`src/rtl/rptl_pkg.sv`:
```
package rptl_pkg;
  localparam int INSTR_W = 16;
  localparam int IMM_W   = 8;
  localparam int DMA_W   = 7;
  localparam logic [7:0] OPC_MEM = 8'h0B;
  localparam logic [7:0] OPC_IMM = 8'hBB;

  typedef enum logic [1:0] {FORM_NONE, FORM_DIR, FORM_IND, FORM_IMM} rpt_form_e;
  typedef enum logic [1:0] {ST_IDLE, ST_FETCH, ST_LOOP} seq_st_e;

  // Sort a fetched word into one of the repeat forms.
  function automatic rpt_form_e classify(input logic [INSTR_W-1:0] w);
    if (w[15:8] == OPC_MEM) return w[7] ? FORM_IND : FORM_DIR;
    if (w[15:8] == OPC_IMM) return FORM_IMM;
    return FORM_NONE;
  endfunction

  // Widen the short count with zeros.
  function automatic logic [31:0] widen_imm(input logic [IMM_W-1:0] k);
    return {{(32-IMM_W){1'b0}}, k};
  endfunction
endpackage

```
`src/rtl/rptl_decode.sv`:
```
module rptl_decode
  import rptl_pkg::*;
(
  input  logic [INSTR_W-1:0] instr_i,
  output rpt_form_e          form_o,
  output logic [DMA_W-1:0]   dma_o,
  output logic [2:0]         aru_o,
  output logic               nbit_o,
  output logic [2:0]         nar_o,
  output logic [IMM_W-1:0]   k_o
);
  always_comb begin
    form_o = classify(instr_i);
    dma_o  = instr_i[DMA_W-1:0];
    aru_o  = instr_i[6:4];
    nbit_o = instr_i[3];
    nar_o  = instr_i[2:0];
    k_o    = instr_i[IMM_W-1:0];
  end
endmodule

```
`src/rtl/rptl_counter.sv`:
```
module rptl_counter
  import rptl_pkg::*;
#(
  parameter int CNT_W = 16
) (
  input  logic             clk,
  input  logic             rst_n,
  input  logic             clr_i,
  input  logic             ld_imm_i,
  input  logic [IMM_W-1:0] imm_i,
  input  logic             ld_mem_i,
  input  logic [CNT_W-1:0] mem_i,
  input  logic             dec_i,
  output logic [CNT_W-1:0] cnt_o,
  output logic             zero_o
);
  logic [31:0] imm_wide;
  logic [31:0] imm_hi_unused;

  assign imm_wide      = widen_imm(imm_i);
  assign imm_hi_unused = imm_wide;

  always_ff @(posedge clk or negedge rst_n) begin
    if (!rst_n)        cnt_o <= '0;
    else if (clr_i)    cnt_o <= '0;
    else if (ld_imm_i) cnt_o <= imm_hi_unused[CNT_W-1:0];
    else if (ld_mem_i) cnt_o <= mem_i;
    else if (dec_i)    cnt_o <= cnt_o - CNT_W'(1);
  end

  assign zero_o = (cnt_o == '0);
endmodule

```
`src/rtl/rptl_fsm.sv`:
```
module rptl_fsm
  import rptl_pkg::*;
(
  input  logic      clk,
  input  logic      rst_n,
  input  logic      vld_i,
  input  rpt_form_e form_i,
  input  logic      rsp_vld_i,
  input  logic      cnt_zero_i,
  output logic      exec_o,
  output logic      pc_adv_o,
  output logic      mem_rd_o,
  output logic      ld_imm_o,
  output logic      ld_mem_o,
  output logic      dec_o,
  output logic      clr_o,
  output logic      busy_o,
  output logic      waiting_o,
  output logic      looping_o,
  output logic      rpt_seen_o
);
  seq_st_e st_q, st_d;
  logic    last_pass;

  assign rpt_seen_o = vld_i && (form_i != FORM_NONE);

  always_comb begin
    st_d      = st_q;
    exec_o    = 1'b0;
    pc_adv_o  = 1'b0;
    mem_rd_o  = 1'b0;
    ld_imm_o  = 1'b0;
    ld_mem_o  = 1'b0;
    dec_o     = 1'b0;
    clr_o     = 1'b0;
    last_pass = 1'b0;
    unique case (st_q)
      ST_IDLE: begin
        exec_o   = vld_i && !rpt_seen_o;
        pc_adv_o = vld_i;
        mem_rd_o = vld_i && (form_i == FORM_DIR || form_i == FORM_IND);
        ld_imm_o = vld_i && (form_i == FORM_IMM);
        if (ld_imm_o)      st_d = ST_LOOP;
        else if (mem_rd_o) st_d = ST_FETCH;
      end
      ST_FETCH: begin
        ld_mem_o = rsp_vld_i;
        if (rsp_vld_i) st_d = ST_LOOP;
      end
      ST_LOOP: begin
        exec_o    = vld_i;
        last_pass = vld_i && (cnt_zero_i || rpt_seen_o);
        pc_adv_o  = last_pass;
        dec_o     = vld_i && !last_pass;
        clr_o     = rpt_seen_o;
        if (last_pass) st_d = ST_IDLE;
      end
      default: st_d = ST_IDLE;
    endcase
  end

  always_ff @(posedge clk or negedge rst_n) begin
    if (!rst_n) st_q <= ST_IDLE;
    else        st_q <= st_d;
  end

  assign busy_o    = (st_q != ST_IDLE);
  assign waiting_o = (st_q == ST_FETCH);
  assign looping_o = (st_q == ST_LOOP);
endmodule

```
`src/rtl/rpt_loop_ctrl.sv`:
```
module rpt_loop_ctrl
  import rptl_pkg::*;
#(
  parameter int CNT_W = 16
) (
  input  logic               clk,
  input  logic               rst_n,
  input  logic [INSTR_W-1:0] instr_i,
  input  logic               instr_vld_i,
  output logic               mem_rd_o,
  output logic               mem_ind_o,
  output logic [DMA_W-1:0]   mem_dma_o,
  output logic [2:0]         mem_aru_o,
  output logic               mem_nbit_o,
  output logic [2:0]         mem_nar_o,
  input  logic               mem_rsp_vld_i,
  input  logic [CNT_W-1:0]   mem_rsp_data_i,
  input  logic               irq_i,
  output logic               irq_o,
  output logic               exec_vld_o,
  output logic               pc_adv_o,
  output logic               rpt_busy_o,
  output logic [CNT_W-1:0]   rpt_cnt_o
);
  rpt_form_e        form;
  logic [IMM_W-1:0] imm_k;
  logic             ld_imm, ld_mem, dec_en, clr_en, cnt_zero;
  logic             in_fetch, in_loop, rpt_seen;

  rptl_decode u_dec (
    .instr_i (instr_i),
    .form_o  (form),
    .dma_o   (mem_dma_o),
    .aru_o   (mem_aru_o),
    .nbit_o  (mem_nbit_o),
    .nar_o   (mem_nar_o),
    .k_o     (imm_k)
  );

  rptl_fsm u_fsm (
    .clk        (clk),
    .rst_n      (rst_n),
    .vld_i      (instr_vld_i),
    .form_i     (form),
    .rsp_vld_i  (mem_rsp_vld_i),
    .cnt_zero_i (cnt_zero),
    .exec_o     (exec_vld_o),
    .pc_adv_o   (pc_adv_o),
    .mem_rd_o   (mem_rd_o),
    .ld_imm_o   (ld_imm),
    .ld_mem_o   (ld_mem),
    .dec_o      (dec_en),
    .clr_o      (clr_en),
    .busy_o     (rpt_busy_o),
    .waiting_o  (in_fetch),
    .looping_o  (in_loop),
    .rpt_seen_o (rpt_seen)
  );

  rptl_counter #(.CNT_W(CNT_W)) u_cnt (
    .clk      (clk),
    .rst_n    (rst_n),
    .clr_i    (clr_en),
    .ld_imm_i (ld_imm),
    .imm_i    (imm_k),
    .ld_mem_i (ld_mem),
    .mem_i    (mem_rsp_data_i),
    .dec_i    (dec_en),
    .cnt_o    (rpt_cnt_o),
    .zero_o   (cnt_zero)
  );

  assign mem_ind_o = (form == FORM_IND);
  assign irq_o     = irq_i && !rpt_busy_o && !rpt_seen;
endmodule

```
`config.mk`:
```
export PLATFORM = sky130hd
export DESIGN_NAME = rpt_loop_ctrl
export DESIGN_NICKNAME = d
export VERILOG_FILES = /design/src/rtl/rptl_pkg.sv /design/src/rtl/rptl_decode.sv /design/src/rtl/rptl_counter.sv /design/src/rtl/rptl_fsm.sv /design/src/rtl/rpt_loop_ctrl.sv
export SDC_FILE = /design/constraint.sdc
export NUM_CORES = 1
export LEC_CHECK = 0
export ABC_AREA = 0
export BUFFER_PORTS_ARGS = -buffer_cell sky130_fd_sc_hd__clkbuf_2
export CAP_MARGIN = 25
export CORE_ASPECT_RATIO = 1.2
export CORE_MARGIN = 5
export CORE_UTILIZATION = 46
export CTS_CLUSTER_DIAMETER = 150
export DETAILED_ROUTE_END_ITERATION = 12
export PLACE_DENSITY = 0.88
export REMOVE_ABC_BUFFERS = 1
export SYNTH_ARGS = -nofsm -noshare
export SYNTH_HDL_FRONTEND = slang
export SYNTH_SLANG_ARGS = --single-unit
```
`constraint.sdc`:
```
create_clock -name clk -period 2.44 [get_ports clk]
set_input_delay 0.244 -clock clk [delete_from_list [all_inputs] [get_ports clk]]
set_output_delay 0.244 -clock clk [all_outputs]
set_load 0.02 [all_outputs]
```
# Yosys cells after proc, flatten, opt, wreduce, memory -nomap -nowiden
# Index checks and enable logic that the tools add are counted.
[op_classes]
reduce_logical = 19
muxes = 24
n_mul = 0
shifts = 0
n_bitwise = 0
n_eq_ne = 10
n_addsub = 1
n_lt_le_gt_ge = 0
n_div = 0
[op_table]
columns = ["operator", "count"]
rows = [
  ["$mux 16", 4],
  ["$mux 2", 9],
  ["$logic_not 16->1", 1],
  ["$sub 16x1->16 const B", 1],
  ["$eq 8x4->1 const B", 1],
  ["$eq 8x8->1 const B", 1],
  ["$logic_and 1x1->1", 8],
  ["$mux 1", 8],
  ["$eq 2x2->1 const B", 3],
  ["$pmux 2 s3", 1],
  ["$eq 2x1->1 const B", 2],
  ["$pmux 1 s2", 2],
  ["$reduce_bool 2->1", 2],
  ["$reduce_bool 4->1", 1],
  ["$logic_not 1->1", 3],
  ["$ne 3x1->1 const B", 1],
  ["$reduce_and 3->1", 1],
  ["$logic_not 2->1", 1],
  ["$logic_or 1x1->1", 2],
  ["$ne 2x1->1 const B", 1],
  ["$ne 2x2->1 const B", 1],
]
[word_totals]
ram_bits = 0
latchBits = 0
word_cells = 56
mem_count = 0
regBits = 18
romBits = 0
in_bits = 37
out_inout_bits = 36

# Logic depth before layout (Yosys ltp)
[logic_depth]
ltp_word = 16
depth_mapped = 11
depth_no_buf = 10

# By module
# From an unflattened synthesis, not the netlist that was laid out.
[hier_totals]
cells_unflattened = 194
area_unflattened_um2 = 1625.3
[modules_own_cells]
columns = ["mod", "instances", "seq_area_each_um2", "area_each_um2", "cells_each"]
rows = [
  ["rptl_counter", 1, 400.4, 1177.4, 135],
  ["rptl_decode", 1, 0.0, 216.5, 28],
  ["rptl_fsm", 1, 50.0, 212.7, 29],
  ["rpt_loop_ctrl", 1, 0.0, 18.8, 2],
]

# Least setup slack after synthesis
# Ideal clock, no wire load.
[synth_path]
path_kind = "in2reg"
from = "input instr_i[10]"
to = "register u_cnt.cnt_o[0]"
path_buffers = 0
path_slack_ns = 0.277
required_ns = 2.355
setup_time_ns = 0.085
arrival_ns = 2.078
path_stages = 9
cell_sequence = "nor4bb_1 nand2_1 a21o_1 ha_1 nand2b_1 a21o_1 o211a_1 or4_1 o21ai_0"
[synth_between]
elab_chain_len = 13
word_cells_on_any_way = 22
classes_between = "eq/ne (3); mux (11); reduce/logical (8)"
[synth_lines]
columns = ["element", "line", "rtl"]
rows = [
  ["start, declared", "rpt_loop_ctrl.sv:8", "input logic [INSTR_W-1:0] instr_i,"],
  ["$eq 8x8->1", "rptl_pkg.sv:14", "if (w[15:8] == OPC_IMM) return FORM_IMM;"],
  ["$mux 1 (2 in a row)", "rptl_pkg.sv:14", ""],
  ["$mux 2", "rptl_pkg.sv:15", "return FORM_NONE;"],
  ["$mux 2 *", "rptl_pkg.sv:14", ""],
  ["$reduce_bool 2->1", "rptl_fsm.sv:25", "assign rpt_seen_o = vld_i && (form_i != FORM_NONE);"],
  ["$logic_and 1x1->1", "rptl_fsm.sv:25", ""],
  ["$logic_or 1x1->1", "rptl_fsm.sv:52", "last_pass = vld_i && (cnt_zero_i || rpt_seen_o);"],
  ["$logic_and 1x1->1", "rptl_fsm.sv:52", ""],
  ["$logic_not 1->1", "rptl_fsm.sv:54", "dec_o = vld_i && !last_pass;"],
  ["$logic_and 1x1->1", "rptl_fsm.sv:54", ""],
  ["$mux 1", "rptl_fsm.sv:37", "unique case (st_q)"],
  ["$reduce_bool 4->1 (no source line)", "--", ""],
  ["end signal, assigned", "rptl_counter.sv:26", "else if (ld_imm_i) cnt_o <= imm_hi_unused[CNT_W-1:0];"],
  ["end signal, assigned", "rptl_counter.sv:27", "else if (ld_mem_i) cnt_o <= mem_i;"],
  ["end signal, assigned", "rptl_counter.sv:28", "else if (dec_i) cnt_o <= cnt_o - CNT_W'(1);"],
  ["end, declared", "rptl_counter.sv:14", "output logic [CNT_W-1:0] cnt_o,"],
]
# Every way passes the cells marked *; elsewhere a longest branch is shown, timed or not. The select of a mux whose other input is x is not followed.
# A chain may end at the register's enable or synchronous reset.

# Worst setup path in the final report
[layout_path]
from = "register u_cnt.cnt_o[0]"
to = "output pc_adv_o"
[layout_between]
elab_chain_len = 4
[layout_lines]
columns = ["element", "line", "rtl"]
rows = [
  ["$logic_not 16->1", "rptl_counter.sv:31", "assign zero_o = (cnt_o == '0);"],
  ["$logic_or 1x1->1", "rptl_fsm.sv:52", ""],
  ["$logic_and 1x1->1", "rptl_fsm.sv:52", ""],
  ["$pmux 1 s2", "rptl_fsm.sv:37", ""],
  ["end, declared", "rpt_loop_ctrl.sv:21", "output logic pc_adv_o,"],
]
# Every way passes these cells.

==> flow_summary.yaml <==
outcome:
  status: "finished clean"
finish:
  layout.nets: 283
  area_growth_pct: 25.32
  n_fill_cell: 308
  n_antenna_cell: 0
  drive_above_1_share_pct: 35.95
routing:
  wirelength_mm: 4.131
  drc: 0
  wl_met2_mm: 2.114
  first_pass_iters: 4
  wl_per_cell_um: 14.86
  postRouteAntennaNets: 0
  drt-met1-wl_mm: 1.581
  drt-initial-drc-count: 85
  vias: 1645
  dr.max_layer_used: "met4"
  drt-vias-per-instance: 5.917
  met3_length_um: 335
clocking:
  cts_sinks: 18
  clock_path_buffers: 2
  htree_num_levels: 1
  cts_tree: "built"
  clock_latency_ns: 0.29
  path_clk_slew_ns: 0.11
  postCtsSetupRepairBufs: 0
  cts_made_buffers: 3
  ctsRootBufferMaster: "clkbuf_4"
power:
  ir_drop_mv: 0.5433
  power_frac_comb_pct: 53.4
  power_frac_seq_pct: 35.7
  p_per_area_mw_per_mm2: 928.7
  swShare_pct: 48.06
  p_leak_nw: 0.9452
  p_clk_share_pct: 10.9
  power.total_mw: 1.714
  p_sw_uw: 823.6
  power.internal_uw: 890.2
grt:
  grt_pass1_vias: 1583
  gr-total-overflow: 0
  grt_pass1_wl_mm: 6.644
  grt_use_total_pct: 19.53
  grt_max_degree: 19
  antenna_found_initial: 0
die:
  initial_core_util_pct: 47.77
  core_mm2: 0.003083
  die_w_um: 61.65
  die-height_um: 71.98
  io_pins: 73
  die-area_mm2: 0.004438
  rows: 22
logic_synthesis:
  syn_inst: 181
  synth_seq_area_share_pct: 30.59
  yosysMostFrequentCell: "nor2_1"
  synth.distinct_cells: 49
  synth_edf_count: 0
  ys_ff_latch: 18
  synthesis.area_mm2: 0.001473
  yosys.area.top_type: "dfrtp_1"
  synthArstFlopShare_pct: 100.0
  postSynthAreaPerCell_um2: 8.136
  ys_warn_count: 0
  synthFlopType: "dfrtp_1"
  synth_top_area_share_pct: 30.59
  synth.area.top_cells: "dfrtp_1, buf_4, nor2_1, nand3_1, a21oi_1"
  ys_top_cells_by_count: "nor2_1, dfrtp_1, buf_4"
flow_run:
  maxCapViolCount: 0
sta:
  relSlewSlack_pct: 61.60
  min_period_ns: 2.245
  finClkSkew_ns: 0.001825
  drv_slew: 0
  fmax_ghz: 0.4455
  rsz0062_at_grt: "false"
  finalHoldViolCount: 0
  finalWorstSetupSlack_ns: 0.1953
  worstMarginPinSlew_ns: 0.5707
  whs_ns: 0.1457
  period_share_pct: 91.99
  setup_violations: 0
critical_path:
  cp-end-kind: "output pin"
  critPathRequiredTime_ns: 2.20
  worst-setup-path-type: "flip-flop to output pin"
  crit_fanout: 5
  start_kind: "flip-flop"
  worst_ep_arrival_time_ns: 2.00
place:
  hpwl_mm: 3.296
  dp_slack_ns: 0.05202
  gp_congestion: 0.8724
  io_buffer_count: 72
worst_hold_path:
  hp-class: "input port to flip-flop"
-- repair_timing --
action	CTS	global route
gates resized for setup	1	1
endpoints found under the hold margin	18	0
hold buffers	1	0
setup endpoints to repair	1	1
-- sequential cells by signal, indices dropped and copies added (netlist names) --
signal	flops
u_cnt.cnt_o	16
u_fsm.st_q	2
-- final cells by class --
class | count | area, µm² | share of cell area (%)
well taps | 36 | 45.04 | 2.441
flip-flops and latches | 18 | 450.4 | 24.41
multi-input cells | 132 | 860.8 | 46.64
inverters | 8 | 30.03 | 1.627
repair buffers | 80 | 422.9 | 22.92
clock buffers | 4 | 36.28 | 1.966
-- power groups by stage --
stage	clock, mW	combinational, mW	sequential, mW
detailed placement	0	0.902	0.603
global route	0.208	0.999	0.637
floorplan	0	0.434	0.716
CTS	0.194	0.907	0.603
finish	0.187	0.915	0.612
global placement	0	0.874	0.598
-- metal layers --
layer  up-vias  global-route usage [%]
li1        789                       -
met1       769                   23.65
met2        77                   32.13
met3        10                   3.559
met4         0                   9.906
met5         -                       0
-- cell usage in the layout (no fill, tap or decap), types with 4 or more instances in the layout --
master	count
or4_1	4
clkbuf_2	72
dfrtp_1	18
inv_1	8
nand3_1	9
nor3_1	5
a21oi_1	8
nand2_1	10
nand2b_1	4
o21ai_0	5
o211ai_1	4
nor4_1	6
a31oi_1	4
nor2_1	23
a21o_1	5
buf_4	7
-- cell families (layout without fill, tap and decap cells) --
logic type | Yosys count | count (layout) | share of synthesized area [%]
adders and majority gates | 3 | 3 | 2.549
buffers and inverters | 31 | 92 | 11.72
xor gates and xnor gates | 3 | 3 | 1.785
DFF | 18 | 18 | 30.59
muxes | 2 | 2 | 1.359
and+or+nand+nor | 74 | 74 | 27.44
AOI/OAI and AO/OA | 50 | 50 | 24.55
-- path summary, 6_finish.rpt --
path	startpoint	endpoint	slack [ns]	depth (start not counted)
worst max-delay path	u_cnt.cnt_o[0]$_DFFE_PN0P_	pc_adv_o	0.20	7
worst min-delay path	mem_rsp_data_i[12]	u_cnt.cnt_o[12]$_DFFE_PN0P_	0.15	2
worst max register to register	u_cnt.cnt_o[1]$_DFFE_PN0P_	u_cnt.cnt_o[13]$_DFFE_PN0P_	0.25	4
worst min register to register	u_cnt.cnt_o[1]$_DFFE_PN0P_	u_cnt.cnt_o[1]$_DFFE_PN0P_	0.58	1
max in group asynchronous	rst_n	u_cnt.cnt_o[0]$_DFFE_PN0P_	1.70	2
min in group asynchronous	rst_n	u_cnt.cnt_o[12]$_DFFE_PN0P_	0.42	2
-- stage by stage --
step                util, %  area, µm²   TNS, ns  std cells
detailed placement    58.00       1788         0        273
global placement      58.00       1788         0        273
CTS                   59.66       1839         0        278
global route          59.86       1846         0        278
finish                59.86       1846         0        278
floorplan                 -       1330  -0.03837        158
-- critical path, cell delays in order (launching register included) --
cell      delay [ns]
dfrtp_1         0.44
inv_1           0.09
ha_1            0.20
nor3b_4         0.27
buf_4           0.16
nand4_1         0.12
a31oi_1         0.23
clkbuf_2        0.20
Power figures use the tool's default switching activity.
